<file path="config.mk">
export PLATFORM = sky130hd
export DESIGN_NAME = idx_bitop_exec
export DESIGN_NICKNAME = d
export VERILOG_FILES = /design/src/rtl/idx_bitop_pkg.sv /design/src/rtl/idx_bitop_agen.sv /design/src/rtl/idx_bitop_alu.sv /design/src/rtl/idx_bitop_ctrl.sv /design/src/rtl/idx_bitop_exec.sv
export SDC_FILE = /design/constraint.sdc
export NUM_CORES = 1
export LEC_CHECK = 0
export BUFFER_PORTS_ARGS = -buffer_cell sky130_fd_sc_hd__buf_4
export CAP_MARGIN = 20
export CORE_ASPECT_RATIO = 2
export CORE_MARGIN = 5
export CORE_UTILIZATION = 55
export DETAILED_ROUTE_END_ITERATION = 8
export PLACE_DENSITY = 0.84
export RECOVER_POWER = 25
export SLEW_MARGIN = 0
export SYNTH_ARGS = -nofsm -noshare
export SYNTH_HDL_FRONTEND = slang
export SYNTH_SLANG_ARGS = --single-unit
</file>
<file path="constraint.sdc">
create_clock -name clk -period 6.5 [get_ports clk]
set_clock_uncertainty 0.2 [all_clocks]
set_input_delay 0.65 -clock clk [delete_from_list [all_inputs] [get_ports clk]]
set_output_delay 0.65 -clock clk [all_outputs]
set_load 0.03 [all_outputs]
</file>
<file path="src/rtl/idx_bitop_pkg.sv">
// Shared types for the indexed bit-operation executor.
// Assumes an 8-bit data path; class codes match opcode bits 7:6.
package idx_bitop_pkg;

    typedef enum logic [2:0] {
        ST_IDLE  = 3'd0,
        ST_READ  = 3'd1,
        ST_EXEC  = 3'd2,
        ST_WRITE = 3'd3,
        ST_DONE  = 3'd4
    } exec_state_t;

    typedef enum logic [1:0] {
        CLS_SHIFT = 2'b00,
        CLS_TEST  = 2'b01,
        CLS_CLEAR = 2'b10,
        CLS_SET   = 2'b11
    } op_class_t;

    // Flag byte bit positions
    localparam int FB_S  = 7;
    localparam int FB_Z  = 6;
    localparam int FB_Y  = 5;
    localparam int FB_H  = 4;
    localparam int FB_X  = 3;
    localparam int FB_PV = 2;
    localparam int FB_N  = 1;
    localparam int FB_C  = 0;

    // Register code meaning "memory only"
    localparam logic [2:0] REG_MEM_ONLY = 3'd6;

endpackage

</file>
<file path="src/rtl/idx_bitop_agen.sv">
// Operand address generator: index plus sign-extended displacement.
// Assumes ADDR_W >= 8; the sum wraps modulo 2**ADDR_W.
module idx_bitop_agen #(
    parameter int ADDR_W = 16
) (
    input  logic [ADDR_W-1:0] base,
    input  logic [7:0]        offset,
    output logic [ADDR_W-1:0] addr
);
    localparam int EXT_W = ADDR_W - 8;

    // Sign-extend the offset and add it to the base
    always_comb begin
        addr = base + {{EXT_W{offset[7]}}, offset};
    end
endmodule

</file>
<file path="src/rtl/idx_bitop_alu.sv">
// Combinational operation unit: rotate/shift, bit test, bit clear, bit set.
// Assumes an 8-bit operand; the flag byte is meaningful for the test class only.
module idx_bitop_alu
    import idx_bitop_pkg::*;
(
    input  op_class_t  cls,
    input  logic [2:0] sub,
    input  logic [7:0] operand,
    input  logic       carry_in,
    input  logic       y_src,
    input  logic       x_src,
    output logic [7:0] result,
    output logic [7:0] flags
);
    logic [7:0] bit_mask;
    logic [7:0] shifted;
    logic       tested;

    // One-hot mask of the selected bit number
    for (genvar i = 0; i < 8; i++) begin : g_mask
        assign bit_mask[i] = (sub == 3'(i));
    end

    // Rotate or shift chosen by the sub-operation code
    always_comb begin
        unique case (sub)
            3'd0: shifted = {operand[6:0], operand[7]};
            3'd1: shifted = {operand[0], operand[7:1]};
            3'd2: shifted = {operand[6:0], carry_in};
            3'd3: shifted = {carry_in, operand[7:1]};
            3'd4: shifted = {operand[6:0], 1'b0};
            3'd5: shifted = {operand[7], operand[7:1]};
            3'd6: shifted = {operand[6:0], 1'b1};
            default: shifted = {1'b0, operand[7:1]};
        endcase
    end

    // Result selection by class
    always_comb begin
        unique case (cls)
            CLS_SHIFT: result = shifted;
            CLS_CLEAR: result = operand & ~bit_mask;
            CLS_SET:   result = operand | bit_mask;
            default:   result = operand;
        endcase
    end

    // Bit-test flag byte
    always_comb begin
        tested       = |(operand & bit_mask);
        flags        = 8'h00;
        flags[FB_S]  = tested & bit_mask[7];
        flags[FB_Z]  = ~tested;
        flags[FB_Y]  = y_src;
        flags[FB_H]  = 1'b1;
        flags[FB_X]  = x_src;
        flags[FB_PV] = ~tested;
        flags[FB_N]  = 1'b0;
        flags[FB_C]  = carry_in;
    end
endmodule

</file>
<file path="src/rtl/idx_bitop_ctrl.sv">
// Sequencer: idle, operand read, execute, write-back, completion.
// Assumes mem_ready is sampled only while a request is outstanding.
module idx_bitop_ctrl
    import idx_bitop_pkg::*;
(
    input  logic        clk,
    input  logic        rst_n,
    input  logic        start,
    input  logic        is_test,
    input  logic        mem_ready,
    output exec_state_t state
);
    exec_state_t nxt;

    // Next-state selection
    always_comb begin
        nxt = state;
        unique case (state)
            ST_IDLE:  if (start) nxt = ST_READ;
            ST_READ:  if (mem_ready) nxt = ST_EXEC;
            ST_EXEC:  nxt = is_test ? ST_DONE : ST_WRITE;
            ST_WRITE: if (mem_ready) nxt = ST_DONE;
            ST_DONE:  nxt = ST_IDLE;
            default:  nxt = ST_IDLE;
        endcase
    end

    // State register with synchronous reset
    always_ff @(posedge clk) begin
        if (!rst_n) state <= ST_IDLE;
        else        state <= nxt;
    end
endmodule

</file>
<file path="src/rtl/idx_bitop_exec.sv">
// Top of the indexed bit-operation executor.
// Latches the instruction on start, reads the operand, computes, writes back
// modifying forms, and reports register, flag, latch, T-state and refresh
// updates during a one-cycle done pulse. Assumes start is only acted on idle.
module idx_bitop_exec
    import idx_bitop_pkg::*;
#(
    parameter int ADDR_W    = 16,
    parameter int TS_W      = 5,
    parameter int TS_TEST   = 20,
    parameter int TS_MODIFY = 23
) (
    input  logic              clk,
    input  logic              rst_n,
    input  logic              start,
    input  logic [7:0]        disp,
    input  logic [7:0]        opcode,
    input  logic [ADDR_W-1:0] index_reg,
    input  logic              carry_in,
    input  logic [7:0]        refresh_in,
    output logic              mem_req,
    output logic              mem_we,
    output logic [ADDR_W-1:0] mem_addr,
    output logic [7:0]        mem_wdata,
    input  logic [7:0]        mem_rdata,
    input  logic              mem_ready,
    output logic              busy,
    output logic              done,
    output logic              reg_we,
    output logic [2:0]        reg_sel,
    output logic [7:0]        reg_wdata,
    output logic              flags_we,
    output logic [7:0]        flags_out,
    output logic              wz_we,
    output logic [ADDR_W-1:0] wz_value,
    output logic [TS_W-1:0]   tstates,
    output logic [7:0]        refresh_out
);
    localparam int HI_LSB = ADDR_W - 8;

    exec_state_t       state;
    logic [ADDR_W-1:0] ea_next;
    logic [ADDR_W-1:0] ea_q;
    logic [7:0]        op_q;
    logic              carry_q;
    logic [7:0]        refresh_q;
    logic [7:0]        operand_q;
    logic [7:0]        result_q;
    logic [7:0]        flags_q;
    logic [7:0]        alu_result;
    logic [7:0]        alu_flags;
    logic              is_test;
    logic              take;

    assign take    = (state == ST_IDLE) && start;
    assign is_test = (op_class_t'(op_q[7:6]) == CLS_TEST);

    idx_bitop_agen #(.ADDR_W(ADDR_W)) u_agen (
        .base   (index_reg),
        .offset (disp),
        .addr   (ea_next)
    );

    idx_bitop_ctrl u_ctrl (
        .clk       (clk),
        .rst_n     (rst_n),
        .start     (start),
        .is_test   (is_test),
        .mem_ready (mem_ready),
        .state     (state)
    );

    idx_bitop_alu u_alu (
        .cls      (op_class_t'(op_q[7:6])),
        .sub      (op_q[5:3]),
        .operand  (operand_q),
        .carry_in (carry_q),
        .y_src    (ea_q[HI_LSB+5]),
        .x_src    (ea_q[HI_LSB+3]),
        .result   (alu_result),
        .flags    (alu_flags)
    );

    // Instruction latch, loaded when an idle start is accepted
    always_ff @(posedge clk) begin
        if (!rst_n) begin
            ea_q      <= '0;
            op_q      <= '0;
            carry_q   <= 1'b0;
            refresh_q <= '0;
        end else if (take) begin
            ea_q      <= ea_next;
            op_q      <= opcode;
            carry_q   <= carry_in;
            refresh_q <= refresh_in;
        end
    end

    // Operand capture when the read completes
    always_ff @(posedge clk) begin
        if (!rst_n)                              operand_q <= '0;
        else if (state == ST_READ && mem_ready)  operand_q <= mem_rdata;
    end

    // Result and flag capture in the execute step
    always_ff @(posedge clk) begin
        if (!rst_n) begin
            result_q <= '0;
            flags_q  <= '0;
        end else if (state == ST_EXEC) begin
            result_q <= alu_result;
            flags_q  <= alu_flags;
        end
    end

    // Memory port driven from the state
    always_comb begin
        mem_req   = (state == ST_READ) || (state == ST_WRITE);
        mem_we    = (state == ST_WRITE);
        mem_addr  = ea_q;
        mem_wdata = result_q;
    end

    // Completion outputs, valid while done is high
    always_comb begin
        busy        = (state != ST_IDLE);
        done        = (state == ST_DONE);
        reg_sel     = op_q[2:0];
        reg_wdata   = result_q;
        reg_we      = done && !is_test && (op_q[2:0] != REG_MEM_ONLY);
        flags_we    = done && is_test;
        flags_out   = flags_q;
        wz_we       = done;
        wz_value    = ea_q;
        tstates     = is_test ? TS_W'(TS_TEST) : TS_W'(TS_MODIFY);
        refresh_out = {refresh_q[7], refresh_q[6:0] + 7'd2};
    end
endmodule

</file>
==> out/summary.txt <==
Switching part of the total: 35.20%
CP peak stage delay: 0.48 ns
Grt ovf: 0
Status: completed
Initial antenna violation count: 0
Yosys cell types: 63
PortBufs: 127
Net Sw Power: 456.7 uW
Sequential Area: 1161 um2
Commonest non-fill, non-tap cell in the layout: buf_4
Slew Viols, Final: 0
Vias in the first global route: 3669
TNS Setup: 0 ns
Worst Reg-to-Reg Cells: 5
Lkg Pwr: 1.934 nW
Min Hold Slack: 0.2541 ns
Worst slack, placed: 3.328 ns
Met3 usage: 4.159%
Number of buffers created by CTS: 9
WS Path Type: in -> reg
Max Root-Sink Buffers: 2
Avg Cell Area, Syn: 7.780 um2
Cell Count Post-Placement: 632
Ratio of cells with drive above 1 in the final layout: 22.18%
Pin count of the biggest net entering global routing: 46
CP Launch Type: primary input
Antenna Cells: 0
Post_cts resized: 0
Tightest Hold Check Type: reg -> reg
Root Driver: clkbuf_16
Area Growth Syn to Fin: 22.13%
Worst Path Arrival: 2.90 ns
Router iterations before antenna repair: 5
Final period utilization: 44.50%
Comb power frac: 31.2%
Endpoints failing setup: 0
Met2 global-route usage: 48.86%
Clock slew at reported path FFs: 0.05 ns
Setup ws final: 3.608 ns
CTS Hold Bufs: 0
Post-Synthesis Cells: 481
WP data required: 6.51 ns
Clk pwr share: 34.9%
Hold path depth: 2
RSZ-0062 raised after global routing: false
Die area: 8654 um2
Commonest non-fill, non-tap cells in the layout: 98 x buf_4, 70 x nand2_1, 58 x dfxtp_1
Syn Std Cell Area: 3742 um2
DRT iter0 DRCs: 454
Share of flip-flops with an asynchronous set or reset: 0%
WL/cell: 17.04 um
Height of the chip: 126.7 um
Number of fill cells in the layout: 605
Placer Congestion: 0.9431
Crit path depth: 8
Max Fanout on Critical Path: 4
Postcts setup bufs: 0
DRC violation count after routing: 0
H-tree depth: 3
Post-route non-filler standard cell count: 647
Pint: 840.9 uW
Met1 Use GR: 26.62%
Fmax: 345.7 MHz
Rel. slew slack: 33.53%
Ports: 132
Cell area power density: 283.9 nW/um2
CP max-delay cell: a211oi_1
Number of flops mapped to enable cells by yosys: 0
Peak VDD IR: 0.1694 mV
Initial Util: 56.52%
Final net count: 625
FP Rows: 42
Crit. End Element: flip-flop
Share of the yosys chip area belonging to registers: 31.03%
Area occupied by multi-input gates: 2101 um2
Via density: 5.788
Max-Cap Viols: 0
Die width: 68.33 um
GR peak layer: met2
Delay-heaviest family, CP: compound AO/OA/AOI/OAI gates
Core Box Area: 6621 um2
Min cycle time layout: 2.892 ns
Buf/Inv on CP: 1
Final wirelength: 11030 um
DR vias: 3745
Flop pwr share: 33.9%
HPWL after detailed placement: 8324 um
Slew @ Worst Pin: 0.9927 ns
Global-route wire length before repair: 17440 um
Most used DFF post-synth: dfxtp_1
Number of synthesized register bits: 58
Synth warn: 0
Worst path cell trace: buf_4 -> ha_1 -> fa_1 -> a211oi_1 -> o211ai_1 -> a32oi_1 -> mux2i_1 -> a311o_1
CTS tree: built
Clk sink count: 58
Routed Antenna Nets: 0
Skew-Pair Late Insertion Delay: 0.32 ns
GRT Util Overall: 26.19%
Final hold viol count: 0
## area by class of cell
class	instances	share of cell area [%]
multi-input combinational	341	45.96
sequential	58	25.40
timing repair buffer	131	18.81
clock buffer	12	5.393
tap	88	2.409
inverter	14	1.150
clock inverter	3	0.8760
## cell usage after synthesis (all sizes together) (2+ instances only)
master | n | area share, %
ha | 16 | 5.3
a22oi | 2 | 0.40
nor2b | 4 | 0.67
o211ai | 3 | 0.60
xnor2 | 9 | 2.1
mux2 | 3 | 0.90
o21a | 2 | 0.40
o22ai | 2 | 0.33
and3 | 5 | 0.87
a211o | 3 | 0.74
xor2 | 2 | 0.47
a211oi | 3 | 0.60
dfxtp | 58 | 31
a32oi | 3 | 0.70
a21oi | 57 | 7.6
or2 | 2 | 0.33
nor2 | 30 | 3.0
a2111oi | 2 | 0.47
nor4 | 3 | 0.67
buf | 49 | 9.5
a21o | 7 | 1.6
nor3 | 7 | 0.94
o221ai | 2 | 0.47
mux4 | 2 | 1.2
nand3 | 22 | 2.9
conb | 2 | 0.20
or3 | 2 | 0.33
inv | 14 | 1.4
nand2b | 3 | 0.50
nand4 | 5 | 0.84
nand2 | 70 | 7.0
clkbuf | 21 | 2.1
a31oi | 3 | 0.50
or4 | 2 | 0.40
mux2i | 15 | 4.0
nor3b | 2 | 0.53
o21ai | 28 | 3.7
## power by group through the flow
stage / sequential, mW / combinational [mW] / clock (mW)
after global placement: 0.443 / 0.416 / 0
after floorplan: 0.461 / 0.289 / 0
after detailed placement: 0.446 / 0.421 / 0
final: 0.440 / 0.405 / 0.453
after CTS: 0.439 / 0.423 / 0.459
after global routing: 0.445 / 0.437 / 0.473
## logic make-up (layout without fill, tap and decap cells)
group | count (synthesis) | after routing | share of synthesized area, %
mux | 20 | 20 | 6.118
compound gates | 126 | 126 | 20.76
flops | 58 | 58 | 31.03
fa+ha+maj | 17 | 17 | 5.884
buf+inv | 84 | 160 | 13.04
other cells | 2 | 4 | 0.2007
xor+xnor | 11 | 11 | 2.575
simple gates | 163 | 163 | 20.39
## stage by stage
step	total power [mW]	util, %	instance area [um2]
floorplan	0.7494	-	3750
global placement	0.8592	66.57	4408
detailed placement	0.8672	66.57	4408
CTS	1.322	70.90	4695
global route	1.356	69.03	4571
finish	1.298	69.03	4571
## per-layer routing
metal	vias to the layer above	share of wire [%]
li1	1803	-
met1	1770	34
met2	149	58
met3	23	5.6
met4	0	2.5
met5	-	0
## final timing paths
check	endpoint	slack, ns	start
hold / removal	refresh_q[7]$_SDFFE_PN0P_	0.25	refresh_q[7]$_SDFFE_PN0P_
hold reg to reg	refresh_q[7]$_SDFFE_PN0P_	0.25	refresh_q[7]$_SDFFE_PN0P_
setup reg to reg	mem_wdata[1]$_SDFFE_PN0N_	4.20	op_q[3]$_SDFFE_PN0P_
setup / recovery	mem_addr[12]$_SDFFE_PN0P_	3.61	disp[0]
## worst reg2reg max path, cell delays in order (launching register included)
cell	delay, ns
dfxtp_1	0.83
inv_1	0.22
or3_1	0.43
a21o_1	0.19
a21oi_1	0.18
a21oi_1	0.09
## sequential cells by signal (all words and copies together), names as in the netlist
| register | cells |
|---|---|
| mem_addr | 16 |
| mem_wdata | 8 |
| op_q | 8 |
| operand_q | 8 |
| refresh_q | 8 |
| flags_out | 6 |
| u_ctrl.state | 3 |
| carry_q | 1 |
No activity file was read; power rests on OpenSTA's default activity.
